`src/rtl/oq_pkg.sv`:
```
package oq_pkg;

  // Per-slot update selected each cycle by the storage array.
  typedef enum logic [1:0] {
    SLOT_HOLD  = 2'd0,
    SLOT_SHIFT = 2'd1,
    SLOT_LOAD  = 2'd2,
    SLOT_CLEAR = 2'd3
  } slot_op_e;

endpackage

```
`src/rtl/oq_ctrl.sv`:
```
module oq_ctrl #(
  parameter int DEPTH = 16
) (
  input  logic                               clk,
  input  logic                               rst_n,
  input  logic                               in_valid,
  input  logic                               deq_valid,
  input  logic [((DEPTH>1)?$clog2(DEPTH):1)-1:0] deq_idx,
  input  logic [DEPTH-1:0]                   elig,
  output logic                               in_ready,
  output logic                               enq_fire,
  output logic                               deq_fire,
  output logic                               deq_err,
  output logic [$clog2(DEPTH+1)-1:0]         level,
  output logic [$clog2(DEPTH+1)-1:0]         wr_pos
);

  localparam int IDX_W = (DEPTH > 1) ? $clog2(DEPTH) : 1;
  localparam int CNT_W = $clog2(DEPTH + 1);
  localparam logic [CNT_W-1:0] FULL_LVL = CNT_W'(DEPTH);

  logic [CNT_W-1:0] level_q;
  logic             idx_hit;

  // Index names a slot that exists and is currently eligible.
  function automatic logic idx_legal(input logic [IDX_W-1:0] idx,
                                     input logic [DEPTH-1:0] e);
    logic ok;
    ok = 1'b0;
    for (int k = 0; k < DEPTH; k++) begin
      if (int'(idx) == k) ok = e[k];
    end
    return ok;
  endfunction

  // Occupancy after one cycle of enqueue and dequeue.
  function automatic logic [CNT_W-1:0] step_level(input logic [CNT_W-1:0] lv,
                                                  input logic up,
                                                  input logic dn);
    return lv + CNT_W'(up) - CNT_W'(dn);
  endfunction

  // Slot a new entry lands in, after any same-cycle compaction.
  function automatic logic [CNT_W-1:0] place_at(input logic [CNT_W-1:0] lv,
                                                input logic dn);
    return dn ? (lv - CNT_W'(1)) : lv;
  endfunction

  always_comb begin
    idx_hit  = idx_legal(deq_idx, elig);
    deq_fire = deq_valid && idx_hit;
    deq_err  = deq_valid && !idx_hit;
    in_ready = (level_q != FULL_LVL) || deq_fire;
    enq_fire = in_valid && in_ready;
    wr_pos   = place_at(level_q, deq_fire);
  end

  always_ff @(posedge clk or negedge rst_n) begin
    if (!rst_n) level_q <= '0;
    else        level_q <= step_level(level_q, enq_fire, deq_fire);
  end

  assign level = level_q;

endmodule

```
`src/rtl/oq_elig.sv`:
```
module oq_elig #(
  parameter int DEPTH = 16,
  parameter int TAG_W = 3
) (
  input  logic [DEPTH-1:0]       occ,
  input  logic [DEPTH*TAG_W-1:0] tags,
  output logic [DEPTH-1:0]       elig
);

  logic [TAG_W-1:0] tag_a [DEPTH];
  logic [DEPTH-1:0] blocked;

  for (genvar g = 0; g < DEPTH; g++) begin : g_slot
    assign tag_a[g] = tags[g*TAG_W +: TAG_W];

    // A slot is held back by any older occupied slot carrying its tag.
    always_comb begin
      blocked[g] = 1'b0;
      for (int j = 0; j < g; j++) begin
        if (occ[j] && (tag_a[j] == tag_a[g])) blocked[g] = 1'b1;
      end
    end

    assign elig[g] = occ[g] && !blocked[g];
  end

endmodule

```
`src/rtl/oq_store.sv`:
```
module oq_store
  import oq_pkg::*;
#(
  parameter int DEPTH  = 16,
  parameter int TAG_W  = 3,
  parameter int DATA_W = 32
) (
  input  logic                               clk,
  input  logic                               rst_n,
  input  logic                               enq_fire,
  input  logic [$clog2(DEPTH+1)-1:0]         wr_pos,
  input  logic [TAG_W-1:0]                   wr_tag,
  input  logic [DATA_W-1:0]                  wr_data,
  input  logic                               deq_fire,
  input  logic [((DEPTH>1)?$clog2(DEPTH):1)-1:0] deq_idx,
  output logic [DEPTH-1:0]                   occ,
  output logic [DEPTH*TAG_W-1:0]             tags,
  output logic [DEPTH*DATA_W-1:0]            datas
);

  localparam int IDX_W = (DEPTH > 1) ? $clog2(DEPTH) : 1;
  localparam int CNT_W = $clog2(DEPTH + 1);

  logic              vld_q  [DEPTH];
  logic [TAG_W-1:0]  tag_q  [DEPTH];
  logic [DATA_W-1:0] data_q [DEPTH];
  slot_op_e          op     [DEPTH];

  // Value each slot takes on a shift; the top slot takes nothing.
  logic              up_vld  [DEPTH];
  logic [TAG_W-1:0]  up_tag  [DEPTH];
  logic [DATA_W-1:0] up_data [DEPTH];

  for (genvar g = 0; g < DEPTH; g++) begin : g_slot
    localparam logic [CNT_W-1:0] POS_C = CNT_W'(g);
    localparam logic [IDX_W-1:0] IDX_C = IDX_W'(g);

    if (g < DEPTH - 1) begin : g_mid
      assign up_vld[g]  = vld_q[g+1];
      assign up_tag[g]  = tag_q[g+1];
      assign up_data[g] = data_q[g+1];
    end else begin : g_top
      assign up_vld[g]  = 1'b0;
      assign up_tag[g]  = '0;
      assign up_data[g] = '0;
    end

    always_comb begin
      if (enq_fire && (wr_pos == POS_C))      op[g] = SLOT_LOAD;
      else if (deq_fire && (IDX_C >= deq_idx)) op[g] = (g == DEPTH - 1) ? SLOT_CLEAR : SLOT_SHIFT;
      else                                     op[g] = SLOT_HOLD;
    end

    always_ff @(posedge clk or negedge rst_n) begin
      if (!rst_n) begin
        vld_q[g]  <= 1'b0;
        tag_q[g]  <= '0;
        data_q[g] <= '0;
      end else begin
        case (op[g])
          SLOT_LOAD: begin
            vld_q[g]  <= 1'b1;
            tag_q[g]  <= wr_tag;
            data_q[g] <= wr_data;
          end
          SLOT_SHIFT: begin
            vld_q[g]  <= up_vld[g];
            tag_q[g]  <= up_tag[g];
            data_q[g] <= up_data[g];
          end
          SLOT_CLEAR: vld_q[g] <= 1'b0;
          default: ;
        endcase
      end
    end

    assign occ[g]                     = vld_q[g];
    assign tags[g*TAG_W +: TAG_W]     = tag_q[g];
    assign datas[g*DATA_W +: DATA_W]  = data_q[g];
  end

endmodule

```
`src/rtl/oq_tagq.sv`:
```
module oq_tagq #(
  parameter int DEPTH  = 16,
  parameter int TAG_W  = 3,
  parameter int DATA_W = 32,
  localparam int IDX_W = (DEPTH > 1) ? $clog2(DEPTH) : 1,
  localparam int CNT_W = $clog2(DEPTH + 1)
) (
  input  logic                     clk,
  input  logic                     rst_n,
  input  logic                     in_valid,
  output logic                     in_ready,
  input  logic [TAG_W-1:0]         in_tag,
  input  logic [DATA_W-1:0]        in_data,
  input  logic                     deq_valid,
  input  logic [IDX_W-1:0]         deq_idx,
  output logic                     deq_accept,
  output logic                     deq_err,
  output logic [CNT_W-1:0]         level,
  output logic [DEPTH-1:0]         occ,
  output logic [DEPTH-1:0]         elig,
  output logic [DEPTH*TAG_W-1:0]   ent_tag,
  output logic [DEPTH*DATA_W-1:0]  ent_data
);

  // Internal events, named for the checker and for waveform reading.
  logic             enq_fire;
  logic             deq_fire;
  logic [CNT_W-1:0] wr_pos;

  oq_store #(.DEPTH(DEPTH), .TAG_W(TAG_W), .DATA_W(DATA_W)) u_store (
    .clk      (clk),
    .rst_n    (rst_n),
    .enq_fire (enq_fire),
    .wr_pos   (wr_pos),
    .wr_tag   (in_tag),
    .wr_data  (in_data),
    .deq_fire (deq_fire),
    .deq_idx  (deq_idx),
    .occ      (occ),
    .tags     (ent_tag),
    .datas    (ent_data)
  );

  oq_elig #(.DEPTH(DEPTH), .TAG_W(TAG_W)) u_elig (
    .occ  (occ),
    .tags (ent_tag),
    .elig (elig)
  );

  oq_ctrl #(.DEPTH(DEPTH)) u_ctrl (
    .clk       (clk),
    .rst_n     (rst_n),
    .in_valid  (in_valid),
    .deq_valid (deq_valid),
    .deq_idx   (deq_idx),
    .elig      (elig),
    .in_ready  (in_ready),
    .enq_fire  (enq_fire),
    .deq_fire  (deq_fire),
    .deq_err   (deq_err),
    .level     (level),
    .wr_pos    (wr_pos)
  );

  assign deq_accept = deq_fire;

endmodule

```
`config.mk`:
```
export PLATFORM = sky130hd
export DESIGN_NAME = oq_tagq
export DESIGN_NICKNAME = d
export VERILOG_FILES = /design/src/rtl/oq_pkg.sv /design/src/rtl/oq_ctrl.sv /design/src/rtl/oq_elig.sv /design/src/rtl/oq_store.sv /design/src/rtl/oq_tagq.sv
export SDC_FILE = /design/constraint.sdc
export NUM_CORES = 1
export LEC_CHECK = 0
export BUFFER_PORTS_ARGS = -buffer_cell sky130_fd_sc_hd__clkbuf_2
export CELL_PAD_IN_SITES_DETAIL_PLACEMENT = 1
export CELL_PAD_IN_SITES_GLOBAL_PLACEMENT = 1
export CORE_MARGIN = 4
export CORE_UTILIZATION = 38
export DETAILED_ROUTE_END_ITERATION = 8
export HOLD_SLACK_MARGIN = 0.05
export PLACE_DENSITY = 0.79
export SETUP_SLACK_MARGIN = 0.15
export SLEW_MARGIN = 10
export SYNTH_ARGS = -nofsm -noshare
export SYNTH_HDL_FRONTEND = slang
export SYNTH_HIERARCHICAL = 1
export SYNTH_SLANG_ARGS = --single-unit
```
`constraint.sdc`:
```
create_clock -name clk -period 4.45 [get_ports clk]
set_input_delay 0.2225 -clock clk [delete_from_list [all_inputs] [get_ports clk]]
set_output_delay 0.2225 -clock clk [all_outputs]
set_load 0.05 [all_outputs]
```
==> impl_metrics.toml, run 1 <==
[worst_hold_path]
hold_path_end = "u_ctrl/level[0]"
holdPathStages = 5
hp-class = "input pin to flip-flop"
min-delay-start = "in_valid"

[synth]
synth_top_family_by_area = "compound AO/OA/AOI/OAI gates"
synth.area.mux_share = 0.0360
ys_types = 68
synth_top_area_cell = "dfrtp_1"
ys.flop_type = "dfrtp_1"
synth-adder-area-share = 0.00389
syn_nets = 3908
syn_area_mm2 = 0.0341
synth_compound_area_frac = 0.182
synth.top_cell.area_share = 0.427
async_flop_share = 1.00
synth.ff_latch_count = 581
synth_area_leaders = "dfrtp_1 (43%), xnor2_1 (9.3%), a31oi_1 (7.7%), nor3_1 (7.2%), o21ai_0 (5.3%)"
ys_warn_count = 6
synthXorXnorAreaFrac = 0.0946
synth.avg_cell_area_um2 = 8.84
synth_simple_gate_area_share = 0.180
synthCells = 3855
synth-edff-count = 0
synth_seq_area_share = 0.427

[global_route]
grt.total_usage = 0.356
grt_pass1_wl_mm = 256
grt_pass1_vias = 37600
antenna_found_initial = 2
grt_max_degree = 109
grt-ovfl-total = 0

[critical_path]
rr_startpoint = "u_store/tags[45]"
slowest_stage = "dfrtp_4"
cp_top_family = "simple AND/OR/NAND/NOR gates"
r2r-end = "u_store/tags[42]"
reg2reg_slack_ps = 170
reg2reg_depth = 17
critPathMostFrequentCell = "buf_4"
max_stage_delay_ps = 610
cp_data_arrival_time_ps = 4780
path_max_fanout = 36
critPathRequiredTime_ps = 4940
critPathKind = "flip-flop to flip-flop"
cp-start-kind = "flip-flop"
worstPathCellList = "xnor2_1 > nand4_1 > nand4_1 > nor4_4 > mux2_4 > nand2_1 > a2111oi_4 > buf_4 > and3_4 > mux2i_1 > buf_4 > buf_4 > nor2b_2 > buf_4 > nand2_1 > buf_12 > a31oi_1"
end_kind = "flip-flop"
cp_num_buf_inv = 5

[layout]
seq_area_mm2 = 0.0146
final_cell_mix = "clkbuf_2 (641), dfrtp_1 (539), a31oi_1 (419)"
drive_gt1_frac = 0.304
fillerInstances = 10300
layout_commonest_cell = "clkbuf_2"
syn2layout_area_growth_pct = 27.1
fin_nets = 4365
post-route-util = 0.489
multiInputGateArea_mm2 = 0.0181

[floorplanning]
die_area_mm2 = 0.0945
core_area_mm2 = 0.0886
die_x_um = 307
start_util = 0.384
io_pins = 643
rows = 109
die_h_um = 307

[clocking]
root_buffer = "clkbuf_16"
clk_pin_slew_ps = 70
cts_max_level = 3
clock_latency_ps = 660
cts_tree = "yes"
cts_num_sinks = 581
cts_made_buffers = 70
cts_buffer_depth = 3

[routing]
ant_nets = 0
drcViolationCount = 0
initialDrtViolationCount = 3883
vias_per_cell = 6.58
wl_per_cell_um = 31.8
drtPass1Iterations = 6
vias = 36400
routed_wl_mm = 176

[place]
gp_congestion = 0.942
io_buffer_count = 642
dp_hpwl_mm = 121

[power_and_ir_drop]
report.power.total_w = 0.0432
power.density_mw_per_mm2 = 997
peakVddDrop_v = 0.000525
leakage_nw = 17.1

[timing]
setup_viol = 0
finClkSkew_ps = 54.4
slew_headroom = 0.176
fmax_mhz = 234
worst_pin_slew_ps = 1230
hold_viol = 0
fin_crit_ps = 4280
final_max_slew_viol_count = 0
min_period_over_period = 0.962

[run]
cap_violations = 0

[outcome]
status = "complete, no violations"
==> layer usage <==
layer,up-vias,GRT usage,routed length (µm)
li1,15000,-,-
met1,18600,0.422,64000
met2,2154,0.576,82800
met3,644,0.0880,15900
met4,0,0.234,13200
met5,-,0,0
==> per-stage QoR <==
step | hold slack (ps) | setup TNS, ps | std cells | instance area, µm² | worst slack (ps)
6_report | 190 | 0 | 5536 | 43300 | 169
2_1_floorplan | -73.1 | 0 | 3855 | 35500 | 20.6
4_1_cts | 162 | 0 | 5476 | 42700 | 173
3_5_place_dp | 334 | 0 | 5344 | 40100 | 161
3_3_place_gp | 339 | 0 | 5344 | 40100 | 289
5_1_grt | 185 | -30.2 | 5535 | 43300 | -30.2
==> layout make-up <==
| cell class | instances | share of cell area |
|---|---|---|
| well taps | 1165 | 0.0337 |
| flip-flops and latches | 581 | 0.338 |
| repair buffers | 931 | 0.151 |
| diodes | 3 | 0.000173 |
| clock buffers | 98 | 0.0466 |
| multi-input cells | 2716 | 0.418 |
| clock inverters | 30 | 0.0121 |
| inverters | 12 | 0.00110 |
==> synthesized netlist by cell type (3+ instances only) <==
library cell and number:
nand4_1 134, ha_1 9, inv_1 10, nor4_1 4, xor2_1 8, nand3_1 348
mux2_1 5, o21a_1 3, buf_2 89, o21ai_0 359, buf_1 57, nand2b_1 5
nor4b_2 3, buf_6 21, mux2_2 33, mux2i_1 77, a2bb2oi_1 35, nor3_1 493
a32oi_1 35, nor2_1 10, a31oi_1 420, nand2_1 170, buf_4 67, dfrtp_1 581
and4_1 7, xnor2_1 360, o211ai_1 74, clkbuf_1 311, nor2b_1 3, a21oi_1 74
and2_1 3, and3_1 3, a41oi_1 3
==> sequential cells by signal, summed over array words and instances (netlist names) <==
name / flops
u_store/datas: 512
u_store/tags: 48
u_store/occ: 16
u_ctrl/level: 5
==> kinds of logic after synthesis <==
| logic type | after synthesis |
|---|---|
| DFF | 581 |
| buffers and inverters | 558 |
| AOI/OAI and AO/OA | 1019 |
| and+or+nand+nor | 1203 |
| muxes | 116 |
| xor gates and xnor gates | 368 |
| adders and majority gates | 10 |
==> tightest hold or removal path, cell delays in order <==
cell and delay [ps]:
clkbuf_2 110, o21ai_2 60, ha_1 110, inv_1 40, ha_2 240
==> worst max path at each step <==
stage / startpoint / endpoint / slack, ps / depth (start not counted)
global placement: u_store/tags[4] / u_store/datas[483] / 290 / 14
CTS: u_store/tags[41] / u_store/datas[77] / 170 / 16
floorplan: u_store/tags[29] / u_ctrl/level[4] / 20 / 20
finish: u_store/tags[45] / u_store/tags[42] / 170 / 17
detailed placement: u_store/tags[40] / u_store/datas[78] / 160 / 17
global route: u_store/tags[42] / u_store/tags[42] / -30 / 18
==> report_power, final <==
part / leakage [nW] / internal (W) / switching (W) / total, W
clock network: 1.25 / 0.00375 / 0.00266 / 0.00641
logic: 8.55 / 0.00746 / 0.0181 / 0.0256
registers: 7.35 / 0.00761 / 0.00361 / 0.0112
total: 17.1 / 0.0188 / 0.0244 / 0.0432
==> repair_timing <==
| action | in CTS | in global routing |
|---|---|---|
| buffers inserted | 3 | 57 |
| hold endpoints to repair | 92 | 0 |
| setup endpoints to repair | 26 | 525 |
| hold buffers | 1 | 0 |
| resized for setup | 9 | 34 |
| pin swaps | 2 | 8 |
Note: power is estimated with default switching activity, not from simulation.
==> run 2, diff against run 1 <==
RECOVER_POWER = 100   (was not set)
==> impl_metrics.toml, run 2 (synthesized netlist as in run 1, its figures left out) <==
[place]
dp_hpwl_mm = 121
place_inst = 5344
place_area_mm2 = 0.0401
pre_cts_ws_ps = 161
gp_congestion = 0.942
io_buffer_count = 642

[layout]
fin_nets = 4365
stdcell_count = 5536
fillerInstances = 10500
final_cell_mix = "clkbuf_1 (600), dfrtp_1 (540), a31oi_1 (419)"
syn2layout_area_growth_pct = 24.8
largest_register_ffs = 512
layout_commonest_cell = "clkbuf_1"
drive_gt1_frac = 0.169
final_area_mm2 = 0.0425
multiInputGateArea_mm2 = 0.0181
seq_area_mm2 = 0.0146

[timing]
final_max_slew_viol_count = 96
setup_viol = 0
hold_viol = 0
fmax_mhz = 233
worst_pin_slew_ps = 2630
slew_headroom = -0.754
min_period_over_period = 0.963
setup_ws_ps = 166
fin_crit_ps = 4280
finClkSkew_ps = 60.5

[power_and_ir_drop]
sw_frac_of_total = 0.572
pwr-share-clk = 0.150
p_comb_frac = 0.587
pwr-share-seq = 0.263
report.power.total_w = 0.0426
intPower_w = 0.0182
p_sw_w = 0.0244
leakage_nw = 15.2
power.density_mw_per_mm2 = 1000
peakVddDrop_v = 0.000511

[floorplanning]
die_h_um = 307
io_pins = 643
start_util = 0.384
rows = 109
die_area_mm2 = 0.0945
core_area_mm2 = 0.0886
die_x_um = 307

[clocking]
cts_tree = "yes"
cts_num_sinks = 581
cts_max_level = 3
clk_pin_slew_ps = 70
clock_latency_ps = 660
cts_made_buffers = 70
root_buffer = "clkbuf_16"
cts_buffer_depth = 3

[worst_hold_path]
hp-class = "input pin to flip-flop"

[routing]
initialDrtViolationCount = 3865
ant_nets = 0
vias_per_cell = 6.58
vias = 36400
routed_wl_mm = 176
drtPass1Iterations = 5
drcViolationCount = 0
wl_per_cell_um = 31.8

[global_route]
grt-ovfl-total = 0
grt.met3_usage = 0.0880
busiest_layer = "met2"
met2_usage = 0.576
grt.total_usage = 0.356
grt_pass1_vias = 37600
grt_util_met1 = 0.422
grt_max_degree = 109
antenna_found_initial = 2
grt_pass1_wl_mm = 256

[critical_path]
cp_data_arrival_time_ps = 4770
worstPathCellList = "nand4_1 > nand4_1 > nor2_2 > mux2_1 > nor4b_4 > a2111oi_4 > buf_4 > and4_1 > xnor2_2 > buf_4 > and4b_1 > nand2_1 > buf_12 > a31oi_1"
cp_num_buf_inv = 3
critPathRequiredTime_ps = 4940
path_max_fanout = 36
cp_top_family = "simple AND/OR/NAND/NOR gates"
end_kind = "flip-flop"
critPathKind = "flip-flop to flip-flop"
slowest_stage = "dfrtp_1"
max_stage_delay_ps = 870
cp-start-kind = "flip-flop"

[outcome]
violations = "max-capacitance violations, max-slew violations"
status = "finished with violations"

[run]
cap_violations = 1
-- run 2: final cells by class --
cell class,count,area share
clock inverter,30,0.0123
multi-input combinational,2716,0.425
tap,1165,0.0343
timing repair buffer,931,0.135
clock buffer,98,0.0474
sequential,581,0.344
inverter,12,0.00112
antenna,3,0.000177
-- run 2: metal layers --
layer / part of all wire / wire length (µm) / vias up
li1: - / - / 15000
met1: 0.36 / 63600 / 18600
met2: 0.47 / 82800 / 2188
met3: 0.093 / 16400 / 628
met4: 0.076 / 13300 / 0
met5: 0 / 0 / -
-- run 2: repair_timing --
item,4_1_cts,5_1_grt
endpoints found under the setup margin,26,525
hold endpoints to repair,92,0
hold buffers,1,0
gates resized for setup,9,34
setup buffers,3,57
pin swaps,2,8
-- run 2: final timing paths --
path	endpoint	from	cells past startpoint	slack [ps]
worst max register to register	u_store/tags[42]	u_store/occ[2]	14	170
worst max-delay path	u_store/tags[42]	u_store/occ[2]	14	170
worst min register to register	u_store/datas[511]	u_store/datas[511]	1	540
min in group asynchronous	u_store/datas[42]	rst_n	2	920
worst min-delay path	u_store/datas[275]	in_data[19]	2	190
max in group asynchronous	u_store/datas[312]	rst_n	3	730
-- run 2: stage by stage --
step | hold WS (ps) | TNS [ps] | utilization
floorplan | -73.1 | 0 | -
global placement | 339 | 0 | 0.453
detailed placement | 334 | 0 | 0.453
CTS | 162 | 0 | 0.482
global route | 185 | -30.0 | 0.480
finish | 193 | 0 | 0.480
-- run 2: worst reg2reg max path, stage by stage (launching register included) --
cell,delay (ps)
dfrtp_1,870
nand4_1,300
nand4_1,210
nor2_2,70
mux2_1,330
nor4b_4,300
a2111oi_4,70
buf_4,180
and4_1,220
xnor2_2,440
buf_4,250
and4b_1,250
nand2_1,100
buf_12,180
a31oi_1,370
-- run 2: power by group through the flow --
stage               Clock (W)  Sequential [W]  Combinational, W
finish                0.00641          0.0112            0.0250
detailed placement          0          0.0113            0.0245
global route          0.00668          0.0113            0.0260
floorplan                   0          0.0169            0.0105
global placement            0          0.0113            0.0240
CTS                   0.00645          0.0113            0.0246
